--- config.mk ---
export PLATFORM = sky130hd
export DESIGN_NAME = prog_timer
export DESIGN_NICKNAME = d
export VERILOG_FILES = /design/src/rtl/prog_timer_pkg.sv /design/src/rtl/prog_timer_store.sv /design/src/rtl/prog_timer_cnt.sv /design/src/rtl/prog_timer_irq.sv /design/src/rtl/prog_timer.sv
export SDC_FILE = /design/constraint.sdc
export NUM_CORES = 1
export LEC_CHECK = 0
export ABC_AREA = 1
export BUFFER_PORTS_ARGS = -buffer_cell sky130_fd_sc_hd__buf_4
export CAP_MARGIN = 20
export CORE_MARGIN = 1
export CORE_UTILIZATION = 35
export CTS_BUF_LIST = sky130_fd_sc_hd__clkbuf_16
export CTS_CLUSTER_SIZE = 40
export DETAILED_ROUTE_END_ITERATION = 8
export HOLD_SLACK_MARGIN = 0.05
export PLACE_DENSITY_LB_ADDON = 0.25
export SLEW_MARGIN = 40
export SYNTH_ARGS = -nofsm -noshare
export SYNTH_HDL_FRONTEND = slang
export SYNTH_SLANG_ARGS = --single-unit
--- constraint.sdc ---
create_clock -name clk_i -period 1.9 [get_ports clk_i]
set_input_delay 0.38 -clock clk_i [delete_from_list [all_inputs] [get_ports clk_i]]
set_output_delay 0.38 -clock clk_i [all_outputs]
set_load 0.01 [all_outputs]
--- src/rtl/prog_timer_pkg.sv ---
package prog_timer_pkg;
  typedef enum logic [3:0] {
    REG_PB   = 4'h0,
    REG_PA   = 4'h1,
    REG_DB   = 4'h2,
    REG_DA   = 4'h3,
    REG_CL   = 4'h4,
    REG_CH   = 4'h5,
    REG_LL   = 4'h6,
    REG_LH   = 4'h7,
    REG_X0   = 4'h8,
    REG_X1   = 4'h9,
    REG_X2   = 4'hA,
    REG_MODE = 4'hB,
    REG_PCTL = 4'hC,
    REG_FLG  = 4'hD,
    REG_ENA  = 4'hE,
    REG_PA2  = 4'hF
  } reg_e;

  localparam int T1_BIT   = 6;  // timer flag/enable position
  localparam int FREE_BIT = 6;  // periodic mode bit in mode register

  // plain store slots
  localparam int S_PB = 0;
  localparam int S_PA = 1;
  localparam int S_DB = 2;
  localparam int S_DA = 3;
  localparam int S_MD = 4;
  localparam int S_PC = 5;
  localparam int N_STORE = 6;
endpackage

--- src/rtl/prog_timer_store.sv ---
module prog_timer_store #(
  parameter int DW = 8,
  parameter int NR = 6
) (
  input  logic                  clk_i,
  input  logic                  rst_ni,
  input  logic [NR-1:0]         we_i,
  input  logic [DW-1:0]         wdata_i,
  output logic [NR-1:0][DW-1:0] q_o
);
  for (genvar i = 0; i < NR; i++) begin : g_reg
    always_ff @(posedge clk_i or negedge rst_ni) begin
      if (!rst_ni)      q_o[i] <= '0;
      else if (we_i[i]) q_o[i] <= wdata_i;
    end
  end
endmodule

--- src/rtl/prog_timer_cnt.sv ---
module prog_timer_cnt #(
  parameter int DW = 8,
  localparam int CW = 2 * DW
) (
  input  logic          clk_i,
  input  logic          rst_ni,
  input  logic          tick_i,
  input  logic          free_i,
  input  logic          lo_we_i,
  input  logic          hi_we_i,
  input  logic          load_i,
  input  logic [DW-1:0] wdata_i,
  output logic [CW-1:0] cnt_o,
  output logic [CW-1:0] lat_o,
  output logic          uf_o
);
  localparam logic [CW-1:0] ONE = CW'(1);

  logic [DW-1:0] lat_lo_q, lat_hi_q;
  logic [CW-1:0] cnt_q;
  logic          pend_q, armed_q;
  logic          at_zero;

  assign at_zero = (cnt_q == '0) && !pend_q;
  assign uf_o    = tick_i && !load_i && at_zero && armed_q;
  assign cnt_o   = cnt_q;
  assign lat_o   = {lat_hi_q, lat_lo_q};

  always_ff @(posedge clk_i or negedge rst_ni) begin
    if (!rst_ni) begin
      lat_lo_q <= '0;
      lat_hi_q <= '0;
    end else begin
      if (lo_we_i)           lat_lo_q <= wdata_i;
      if (hi_we_i || load_i) lat_hi_q <= wdata_i;
    end
  end

  always_ff @(posedge clk_i or negedge rst_ni) begin
    if (!rst_ni) begin
      cnt_q   <= '0;
      pend_q  <= 1'b0;
      armed_q <= 1'b0;
    end else if (load_i) begin
      cnt_q   <= {wdata_i, lat_lo_q};
      pend_q  <= 1'b0;
      armed_q <= 1'b1;
    end else if (tick_i) begin
      if (pend_q) begin
        cnt_q  <= {lat_hi_q, lat_lo_q};
        pend_q <= 1'b0;
      end else begin
        cnt_q <= cnt_q - ONE;
        if (at_zero) begin
          // wrap: periodic reloads next tick, single-shot disarms
          if (free_i) pend_q  <= 1'b1;
          else        armed_q <= 1'b0;
        end
      end
    end
  end
endmodule

--- src/rtl/prog_timer_irq.sv ---
module prog_timer_irq #(
  parameter int NF = 7
) (
  input  logic          clk_i,
  input  logic          rst_ni,
  input  logic [NF-1:0] set_i,
  input  logic [NF-1:0] ack_i,
  input  logic          flg_we_i,
  input  logic          ena_we_i,
  input  logic [NF:0]   wdata_i,
  output logic [NF-1:0] flg_o,
  output logic [NF-1:0] ena_o,
  output logic          irq_no
);
  logic [NF-1:0] flg_q, ena_q, wclr;

  assign wclr = flg_we_i ? wdata_i[NF-1:0] : '0;

  // set wins over a same-cycle clear
  always_ff @(posedge clk_i or negedge rst_ni) begin
    if (!rst_ni) flg_q <= '0;
    else         flg_q <= (flg_q & ~ack_i & ~wclr) | set_i;
  end

  always_ff @(posedge clk_i or negedge rst_ni) begin
    if (!rst_ni) ena_q <= '0;
    else if (ena_we_i) begin
      if (wdata_i[NF]) ena_q <= ena_q | wdata_i[NF-1:0];
      else             ena_q <= ena_q & ~wdata_i[NF-1:0];
    end
  end

  assign flg_o  = flg_q;
  assign ena_o  = ena_q;
  assign irq_no = ~|(flg_q & ena_q);
endmodule

--- src/rtl/prog_timer.sv ---
module prog_timer
  import prog_timer_pkg::*;
#(
  parameter int DW = 8
) (
  input  logic          clk_i,
  input  logic          rst_ni,
  input  logic          tick_i,
  input  logic          cs_i,
  input  logic          rd_i,
  input  logic          wr_i,
  input  logic [3:0]    rs_i,
  input  logic [DW-1:0] wdata_i,
  output logic [DW-1:0] rdata_o,
  output logic          irq_no,
  output logic [DW-1:0] pa_o,
  output logic [DW-1:0] pb_o,
  output logic [DW-1:0] pa_dir_o,
  output logic [DW-1:0] pb_dir_o
);
  localparam int CW = 2 * DW;
  localparam int NF = DW - 1;

  logic                       wr_en, rd_en;
  logic [N_STORE-1:0]         st_we;
  logic [N_STORE-1:0][DW-1:0] st_q;
  logic [CW-1:0]              cnt_w, lat_w;
  logic                       uf_w, rd_lo;
  logic [NF-1:0]              set_v, ack_v, flg_w, ena_w;
  logic                       t1_flag;

  assign wr_en = cs_i && wr_i;
  assign rd_en = cs_i && rd_i;
  assign rd_lo = rd_en && (rs_i == REG_CL);

  always_comb begin
    st_we       = '0;
    st_we[S_PB] = wr_en && (rs_i == REG_PB);
    st_we[S_PA] = wr_en && ((rs_i == REG_PA) || (rs_i == REG_PA2));
    st_we[S_DB] = wr_en && (rs_i == REG_DB);
    st_we[S_DA] = wr_en && (rs_i == REG_DA);
    st_we[S_MD] = wr_en && (rs_i == REG_MODE);
    st_we[S_PC] = wr_en && (rs_i == REG_PCTL);
  end

  prog_timer_store #(.DW(DW), .NR(N_STORE)) u_store (
    .clk_i   (clk_i),
    .rst_ni  (rst_ni),
    .we_i    (st_we),
    .wdata_i (wdata_i),
    .q_o     (st_q)
  );

  prog_timer_cnt #(.DW(DW)) u_cnt (
    .clk_i   (clk_i),
    .rst_ni  (rst_ni),
    .tick_i  (tick_i),
    .free_i  (st_q[S_MD][FREE_BIT]),
    .lo_we_i (wr_en && ((rs_i == REG_CL) || (rs_i == REG_LL))),
    .hi_we_i (wr_en && (rs_i == REG_LH)),
    .load_i  (wr_en && (rs_i == REG_CH)),
    .wdata_i (wdata_i),
    .cnt_o   (cnt_w),
    .lat_o   (lat_w),
    .uf_o    (uf_w)
  );

  always_comb begin
    set_v         = '0;
    ack_v         = '0;
    set_v[T1_BIT] = uf_w;
    ack_v[T1_BIT] = rd_lo || (wr_en && (rs_i == REG_CH));
  end

  prog_timer_irq #(.NF(NF)) u_irq (
    .clk_i    (clk_i),
    .rst_ni   (rst_ni),
    .set_i    (set_v),
    .ack_i    (ack_v),
    .flg_we_i (wr_en && (rs_i == REG_FLG)),
    .ena_we_i (wr_en && (rs_i == REG_ENA)),
    .wdata_i  (wdata_i),
    .flg_o    (flg_w),
    .ena_o    (ena_w),
    .irq_no   (irq_no)
  );

  assign t1_flag = flg_w[T1_BIT];

  always_comb begin
    rdata_o = '0;
    if (rd_en) begin
      case (rs_i)
        REG_PB:           rdata_o = st_q[S_PB];
        REG_PA, REG_PA2:  rdata_o = st_q[S_PA];
        REG_DB:           rdata_o = st_q[S_DB];
        REG_DA:           rdata_o = st_q[S_DA];
        REG_CL:           rdata_o = cnt_w[DW-1:0];
        REG_CH:           rdata_o = cnt_w[CW-1:DW];
        REG_LL:           rdata_o = lat_w[DW-1:0];
        REG_LH:           rdata_o = lat_w[CW-1:DW];
        REG_MODE:         rdata_o = st_q[S_MD];
        REG_PCTL:         rdata_o = st_q[S_PC];
        REG_FLG:          rdata_o = {~irq_no, flg_w};
        REG_ENA:          rdata_o = {1'b1, ena_w};
        default:          rdata_o = '0;
      endcase
    end
  end

  assign pa_o     = st_q[S_PA];
  assign pb_o     = st_q[S_PB];
  assign pa_dir_o = st_q[S_DA];
  assign pb_dir_o = st_q[S_DB];
endmodule

# After elaboration in Yosys (flattened, before gate mapping)

Index checks and enable logic that the tools add are counted.

Output and inout port bits: 41
Register bits after elaboration: 96
Bits of input ports: 18

Add/subtract/negate cells: 1
Muxes and demuxes: 17
Reduce and logical (&&, ||, !) cells: 32
Bitwise logic cells: 9
Equality and inequality tests: 14

Operators by type and width:

| kind                    | number |
|---|---|
| $pmux W8 S12            | 1 |
| $mux W16                | 3 |
| $and A7 B7 Y7           | 4 |
| $not A7 Y7              | 3 |
| $eq A4 B4 Y1 const B    | 5 |
| $logic_and A1 B1 Y1     | 18 |
| $eq A4 B3 Y1 const B    | 4 |
| $logic_not A16 Y1       | 1 |
| $sub A16 B1 Y16 const B | 1 |
| $mux W7                 | 2 |
| $or A7 B7 Y7            | 2 |
| $mux W1                 | 10 |
| $eq A4 B2 Y1 const B    | 2 |
| $mux W8                 | 1 |
| $reduce_or A7 Y1        | 1 |
| $eq A4 B1 Y1 const B    | 1 |
| $logic_not A4 Y1        | 1 |
| $logic_or A1 B1 Y1      | 4 |
| $ne A2 B1 Y1 const B    | 2 |
| $reduce_and A4 Y1       | 1 |
| $reduce_bool A2 Y1      | 2 |
| $logic_not A1 Y1        | 3 |
| $reduce_or A2 Y1        | 1 |

# Depth between registers and ports, before layout

Gate-level depths: netlist of the first run.

Word-level depth: 7
Gate-level depth with buffers: 11
Gate-level depth less buffers: 10

# By module

A second synthesis of the first run with hierarchy kept.

Cell total of the unflattened synthesis: 791
Area total of the unflattened synthesis: 5582.9 sq um

Modules (own cells, without submodules):

| module           | cells an instance | times used | area an instance (sq um) |
|---|---|---|---|
| prog_timer_cnt   | 261               | 1          | 2014.4 |
| prog_timer_store | 204               | 1          | 1831.8 |
| prog_timer       | 248               | 1          | 1109.8 |
| prog_timer_irq   | 78                | 1          | 626.9 |

# Worst setup path before layout of the first run

No wires, ideal clock.

Kind: input to output
Start: input rs_i[0]
End: output rdata_o[7]
Path buffers: 1
Arrival time: 1.402 ns
Stages: 10
Slack: 0.118 ns
Path through: buf_6 -> inv_1 -> nand2_1 -> nor2_1 -> nand2_1 -> nand2_1 -> inv_1 -> nand3_1 -> nor2_1 -> nor2_1

Longest elaborated chain between the ends: 4
Elaborated cells on any way between the ends: 16
Those cells by class: eq/ne: 12; mux: 2; reduce/logical: 2

Ends and longest elaborated chain:

| item                                                | line             | text |
|---|---|---|
| from (decl)                                         | prog_timer.sv:12 | `input logic [3:0] rs_i,` |
| $eq A4 B1 Y1 / $eq A4 B4 Y1 (equally long branches) | prog_timer.sv:93 | `case (rs_i)` |
| $reduce_or A2 Y1                                    | prog_timer.sv:93 |  |
| $pmux W8 S12 (*)                                    | prog_timer.sv:93 |  |
| $mux W8 (*)                                         | prog_timer.sv:92 | `if (rd_en) begin` |
| to (decl)                                           | prog_timer.sv:14 | `output logic [DW-1:0] rdata_o,` |

Mark *: on every way between the ends. The rest lies on a longest branch, timed or not.

# Worst setup path after layout of the first run

Start: register u_store.q_o[7] (netlist bit)
End: output rdata_o[7]

Longest elaborated chain between the ends: 2

Ends and longest elaborated chain:

| item                              | line                   | text |
|---|---|---|
| from (decl)                       | prog_timer_store.sv:9  | `output logic [NR-1:0][DW-1:0] q_o` |
| from (signal, indexed assignment) | prog_timer_store.sv:14 | `else if (we_i[i]) q_o[i] <= wdata_i;` |
| $pmux W8 S12                      | prog_timer.sv:93       |  |
| $mux W8                           | prog_timer.sv:92       |  |

No other way between the ends.

==> results list, run 1 <==
* Status: finished with violations
- The checks that failed: setup timing.
* Proportion of layout cells with a drive suffix above 1: 22.1%
- Global routing finished with a remaining overflow of 0.
- The worst setup path is captured at a primary output.
- Clock sink total: 96
* Top FF cell, synth: dfrtp_1
- After layout, the minimum clock period comes to 1.93 ns.
- Unrepaired setup endpoints after global routing: true
* GR peak layer: met2
* Total core area: 15300 um2
* Post-detailed-routing wire length: 16500 um
- Switching part of the total power: 34.9%
- Number of top-level design ports: 59
- The tool flagged a number of max-cap violations equal to 0.
- The first TritonRoute pass finished after 5 iterations.
- After routing the design area is 6890 um2.
- VDD IR max: 0.718 mV
* Pin count of the biggest net entering global routing: 42
- The commonest cells after synthesis are 282 x nand2_1, 96 x dfrtp_1, 88 x o21ai_0.
- Register clock-pin slew on the reported worst setup and hold paths: 0.07 ns
* DRC violation count after routing: 0
* Share of the cycle needed by the critical path after routing: 102%
- Met2 usage in global routing: 32.7%
- Finish-stage setup viols: 3
* CTS H-tree lvls: 3
- Pwr/cell area: 975 nW/um2
* Seq pwr share: 44.4%
- 0 antenna diodes ended up in the layout.
- For met1 alone, demand over resource in global routing was 31.6%.
- After synthesis, the netlist uses 28 different library cells.
- In the synthesized netlist, the number of instances is 771.
- Placed instance area: 6190 um2
- The die is 127 um tall.
- The number of cells on the worst reg-to-reg path is 9.
- Global routing consumed, on the met3 layer, 4.19% of the routing resources.
- Site Rows: 45
- Pint: 4.37 mW
- The net count of the finished layout is 860.
- Measured against its own limit, the worst slew margin works out to 64.4%.
- In this run the biggest area consumer among cell types represents 43.6% of the synthesized area.
- The worst setup path is launched from a register.
- Clock buffer depth: 2
- Maximum net fanout on the critical path: 3
* Clock tree skew after final layout: 0.00716 ns
- Instance count along the most critical hold path: 3
- Die footprint: 16200 um2
* Cell taking the most area after synthesis: dfrtp_1
* Min setup slack post-route: -0.0331 ns
- In the final timing run, aggregate negative setup slack is -0.0554 ns.
- In this run the critical register-to-register path is launched from u_cnt.cnt_o[0].
- Overall Power: 6.71 mW
- The analysis attributes to cell leakage a power of 3.57 nW.
- The tree is rooted in a clkbuf_16.
- Yosys instantiated no cell more often than nand2_1.
- Launch point of the worst hold path: wdata_i[3]
- Ys async rst share: 100%
- Number of register bits inferred by synthesis: 96
- Counting flops with a built-in enable in the synthesized netlist gives 0.
- Count of antenna-violating nets left after detailed routing: 0
- Across all layers, the routed design uses 5126 vias.
* Area growth from synthesis to final layout: 25.1%
- Part of the total power dissipated in the clock network: 29.6%
- Share of total power in combinational logic: 25.9%
- Summing every instance area after synthesis gives 5500 um2.
- Register-to-register path setup slack: 0.19 ns
* RD Place Congestion: 0.843
- Based on the critical path, the design can be clocked at up to 0.517 GHz.
* Detail-routed via count per cell: 4.85
- Summing the sequential cell areas from Yosys gives 43.6% of the chip area.
- The number of global-route vias before repair came to 4726.
* Worst hold margin: 0.286 ns
- Synthesized area divided by synthesized cell count: 7.14 um2
- Synthesis produced a netlist with a net count of 791.
- Counting the buffers created by CTS gives 9.
- The first global-routing pass estimated 26300 um of wire.
* Critical path required time: 1.52 ns
* GRT Total Usage: 21.5%
- Number of pins exceeding their max-slew limit in the final report: 0
* Initial Util: 36.1%
- Arrival time at the worst endpoint: 1.55 ns
* Wire length per cell after detailed routing: 15.6 um
- For the pin with the worst max-slew slack, the measured transition is 0.533 ns.
- Path category of the worst min-delay check: in2reg
- Final hold vios: 0
- Detailed Place HPWL: 12100 um
- For this block, the initial DRC count from the detailed router was 462.
- Category of the most critical setup path: reg2out
- Insertion delay of the later-clocked pin in the worst-skew pair: 0.35 ns
- Horizontal extent of the die: 127 um
* Number of warnings printed during yosys synthesis: 0
* Total of buffers placed on input and output ports: 58
- For hold timing, the worst endpoint is u_cnt.cnt_o[11].
* Worst R2R End: u_cnt.cnt_o[10]
- TritonCTS built the clock tree.
- Main area contributors after synthesis: dfrtp_1 44%, nand2_1 19%, o21ai_0 8.0%, nand3_1 6.3%, nor2_1 5.7%
* Initial antenna violation count: 0
* Switching pwr: 2.34 mW
layout make-up:
type	instances	area [um2]
clock inverters	7	93.8
multi-input cells	561	2680
flip-flops and latches	96	2400
repair buffers	108	942
well taps	211	264
inverters	64	277
fillers	1558	8370
clock buffers	9	225
critical path, stage by stage, from the launching register on:
cell and delay (ns):
dfrtp_1 0.42, nand3_1 0.10, nand2_1 0.08, nor2_1 0.19
nand3_4 0.11, nor2_2 0.09, nor2_1 0.05, buf_4 0.16
stage by stage:
step / setup WS (ns) / utilization (%) / instances
final: -0.0331 / 45.1 / 1056
after global routing: -0.157 / 45.1 / 1056
after CTS: -0.0336 / 44.2 / 1054
after detailed placement: -0.160 / 40.6 / 1029
after global placement: -0.151 / 40.6 / 1029
after floorplan: 0.118 / - / 771
layout by cell type, fill, tap and decap left out, types with 3 or more instances in the layout:
master | Yosys | routed
nand2_1 | 282 | 262
dfrtp_1 | 96 | 96
buf_4 | 35 | 90
o21ai_0 | 88 | 88
nor2_1 | 83 | 67
nand3_1 | 69 | 66
inv_1 | 62 | 56
nand2_2 | 2 | 17
nor2_2 | 4 | 15
nor2_4 | 4 | 10
clkbuf_16 | 0 | 9
buf_6 | 4 | 9
o21ai_1 | 8 | 8
buf_12 | 0 | 7
nand2_4 | 5 | 6
nand2_8 | 0 | 4
o22ai_1 | 4 | 4
inv_4 | 0 | 3
cells by family (layout without fill, tap and decap cells):
group	Yosys count	count (layout)	share of synthesized area [%]
simple gates	455	456	34.8
buf+inv	115	188	11.4
compound gates	103	103	9.66
flops	96	96	43.6
fa+ha+maj	2	2	0.455
power by group through the flow:
stage / clock network (mW) / registers [mW] / logic (mW)
floorplan: 0 / 2.81 / 1.23
global placement: 0 / 3.02 / 1.61
detailed placement: 0 / 3.01 / 1.64
CTS: 2.03 / 2.97 / 1.70
global route: 2.12 / 3.04 / 1.99
finish: 1.99 / 2.98 / 1.74
per-layer routing:
layer	up-vias	wire [um]	share of wire (%)
met5	-	0	0
met4	0	193	1.2
met3	14	980	5.9
met2	154	7400	45
met1	2404	7950	48
li1	2554	-	-
registers in the layout, indices dropped and copies added (netlist names), named ones only:
register and cells:
u_cnt.armed_q 1, u_irq.flg_o 7, u_cnt.lat_hi_q 8, u_cnt.cnt_o 16
u_cnt.pend_q 1, u_cnt.lat_lo_q 8, u_store.q_o 48
worst max-delay path by stage:
stage / from / to / slack [ns]
CTS: rs_i[2] / rdata_o[2] / -0.03
detailed placement: rs_i[0] / rdata_o[2] / -0.16
global placement: rs_i[3] / rdata_o[2] / -0.15
floorplan: rs_i[0] / rdata_o[7] / 0.12
finish: u_store.q_o[7] / rdata_o[7] / -0.03
global route: register / rdata_o[7] / -0.16
what timing repair did:
action                                  4_1_cts  5_1_grt
cloned                                        1        0
gates resized for setup                      50       37
hold buffers                                  1        0
endpoints found under the hold margin        30        0
pin swaps                                    21       16
setup buffers                                 9        2
endpoints found under the setup margin        8        9
No activity file was read; power rests on OpenSTA's default activity.
==> run 2, diff against run 1 <==
- TNS_END_PERCENT: not set -> 30
==> run 2 against run 1 <==
Against the previous run:
- the flow still finishes with violations (setup timing)
- count of clock-buffer cells in the layout did not move
- first-iteration DRC count shrank 7.8%
- cell count decreased by 0.57%
- utilization shrank 0.83 points
- non-clock buffer count down 5
==> results list, run 2 (synthesis gave the netlist of run 1 again) <==
- Number of max-cap violations: 0 (unchanged)
* Site Rows: 45 (unchanged)
- Die span in y: 127 um (unchanged)
- The via count normalized by instance count came to 4.82 (-0.70%).
- The first-pass GRT wire length is 26000 um (-1.2%).
- The register area is 2400 um2 (unchanged).
* Number of placed cells counting well taps: 1029 (unchanged)
- First drt pass iteration count: 5 (unchanged)
* Placed instance area: 6190 um2 (unchanged)
* Most common cell after layout, fill and taps aside: nand2_1
* Fin crit period: 1.94 ns (+0.00882 ns)
- Unrepaired setup endpoints after global routing: true
* Overflow left after global routing: 0 (unchanged)
- Clock tree from TritonCTS: done
- The fraction of the cycle the final worst path needs was 102% (+0.46 points).
* Initial antenna violation count: 0 (unchanged)
- The top cell types in the final layout, fill and taps aside, are 273 x nand2_1, 96 x dfrtp_1, 88 x o21ai_0, 88 x buf_4, 69 x nor2_1.
- Post-detailed-routing wire length: 16200 um (-2.0%)
- Path category of the worst min-delay check: in2reg
- Total area of multi-input combinational cells: 2620 um2 (-2.3%)
- The run finished, with violations left.
* Detailed Place HPWL: 12100 um (unchanged)
* Total core area: 15300 um2 (unchanged)
- The clock tree skew after final layout came to 0.00741 ns (+0.000251 ns).
- The average wire length per cell after detail routing came to 15.4 um (-1.5%).
- The number of remaining DRC errors came to 0 (unchanged).
- The top fanout value on the critical path was 3 (unchanged).
- The power consumption was 6.67 mW (-0.59%).
- CTS Root Cell: clkbuf_16
- The count of vias placed by the detailed router was 5061 (-1.3%).
* CTS H-tree lvls: 3 (unchanged)
- Horizontal extent of the die: 127 um (unchanged)
- The top-level I/O count came to 59 (unchanged).
- Final standard cell area without fillers: 6760 um2 (-1.8%)
- The final weighted congestion in routability-driven placement was 0.843 (unchanged).
- Setup Slack @ Placement: -0.160 ns (unchanged)
- The worst setup margin was -0.0419 ns (-0.00882 ns).
* Initial Util: 36.1% (unchanged)
* Clock sink total: 96 (unchanged)
* Pin count of the biggest net entering global routing: 42 (unchanged)
* GRT Total Usage: 21.2% (-0.29 points)
- The number of nets in the layout was 854 (-0.70%).
- Worst hold margin: 0.286 ns (+0.000393 ns)
* Count of non-filler cells in the finished layout: 1050 (-0.57%)
- Register clock-pin slew on the reported worst setup and hold paths: 0.06 ns (about the same)
* Number of pins exceeding their max-slew limit in the final report: 0 (unchanged)
- Critical path required time: 1.52 ns (about the same)
- Slew of the pin with the lowest slew margin: 0.532 ns (-0.000942 ns)
- Final hold vios: 0 (unchanged)
- The number of fillers in the final layout is 1573 (+0.96%).
* Arrival time at the worst endpoint: 1.56 ns (about the same)
- VDD IR max: 0.716 mV (-0.28%)
- The CTS buffer count was 9 (unchanged).
- The clock latency of the later-clocked register in the worst-skew pair came to 0.35 ns (about the same).
* Total of buffers placed on input and output ports: 58 (unchanged)
* Vias in the first global route: 4676 (-1.1%)
- The final antenna-violating net count was 0 (unchanged).
- Proportion of layout cells with a drive suffix above 1: 19.8% (-2.3 points)
* Number of flip-flops in the largest register: 48 (unchanged)
* Area growth from synthesis to final layout: 22.8%
- The final reports fail on setup timing.
* Die footprint: 16200 um2 (unchanged)
- Element type at the critical path end: primary output
- More flip-flops sit in one register than any other, and that register is u_store.q_o.
- The diode insertion count for antenna repair is 0 (unchanged).
- The power per unit of standard cell area was 987 nW/um2 (+1.3%).
- The final count of negative-setup-slack endpoints is 4 (+1).
* Clock buffer depth: 2 (unchanged)
- The critical path is of the reg2out type.
- Starting DRT DRC Count: 426 (-7.8%)
- The remaining max-slew budget at the tightest pin came to 64.5% (about the same).
- Leakage power: 3.53 nW (-1.2%)
- STA classifies the critical path startpoint as a register.
- The peak clock frequency supported by timing was 0.515 GHz (-0.45%).
-- run 2: final cells by class --
type	instances	share of cell area, %
Clock buffer	9	3.33
Clock inverter	7	1.39
Inverter	64	4.02
Multi-Input combinational cell	560	38.7
Sequential cell	96	35.5
Tap cell	211	3.91
Timing Repair Buffer	103	13.1
-- run 2: worst max-delay path: stages, from the launching register on --
cell and delay, ns:
dfrtp_1 0.40, nand2_1 0.07, nand2_1 0.05, nor2_1 0.11, nand2_1 0.09, nand2_2 0.10, nand3_4 0.10, nor2_2 0.10
nor2_1 0.05, buf_4 0.16
-- run 2: what timing repair did --
item / CTS / global route
hold buffers: 1 / 0
resized for setup: 52 / 10
cloned: 0 / 0
endpoints found under the setup margin: 8 / 8
setup buffers: 5 / 1
endpoints found under the hold margin: 30 / 0
pin swaps: 17 / 5
-- run 2: final timing paths --
| kind | from | endpoint | slack [ns] | cells past startpoint |
|---|---|---|---|---|
| worst min register to register | u_cnt.armed_q | u_cnt.armed_q | 0.48 | 2 |
| worst max register to register | u_cnt.cnt_o[0] | u_cnt.cnt_o[10] | 0.19 | 9 |
| min in group asynchronous | rst_ni | u_cnt.cnt_o[7] | 0.52 | 2 |
| worst max-delay path | u_irq.flg_o[3] | rdata_o[7] | -0.04 | 9 |
| worst min-delay path | wdata_i[3] | u_cnt.cnt_o[11] | 0.29 | 3 |
| max in group asynchronous | rst_ni | u_cnt.lat_hi_q[0] | 0.79 | 3 |
-- run 2: stage by stage --
stage          utilization, %  TNS (ns)
6_report                 44.3   -0.0542
5_1_grt                  44.3    -0.713
4_1_cts                  44.0   -0.0823
3_5_place_dp             40.6    -0.987
3_3_place_gp             40.6    -0.886
2_1_floorplan               -         0
-- run 2: per-layer routing --
layer  wire, um  vias up  part of all wire (%)  track usage [%]
met4        138        0                  0.85             4.34
li1           -     2535                     -                -
met1       7960     2383                    49             31.3
met3        812       10                   5.0             4.36
met5          0        -                     0                0
met2       7280      133                    45             32.0
-- run 2: power breakdown --
| group | switching [mW] | leakage, nW | total (mW) | internal (mW) |
|---|---|---|---|---|
| Sequential | 0.495 | 1.24 | 2.98 | 2.48 |
| Clock | 0.828 | 0.155 | 1.98 | 1.15 |
| Combinational | 0.994 | 2.13 | 1.71 | 0.717 |
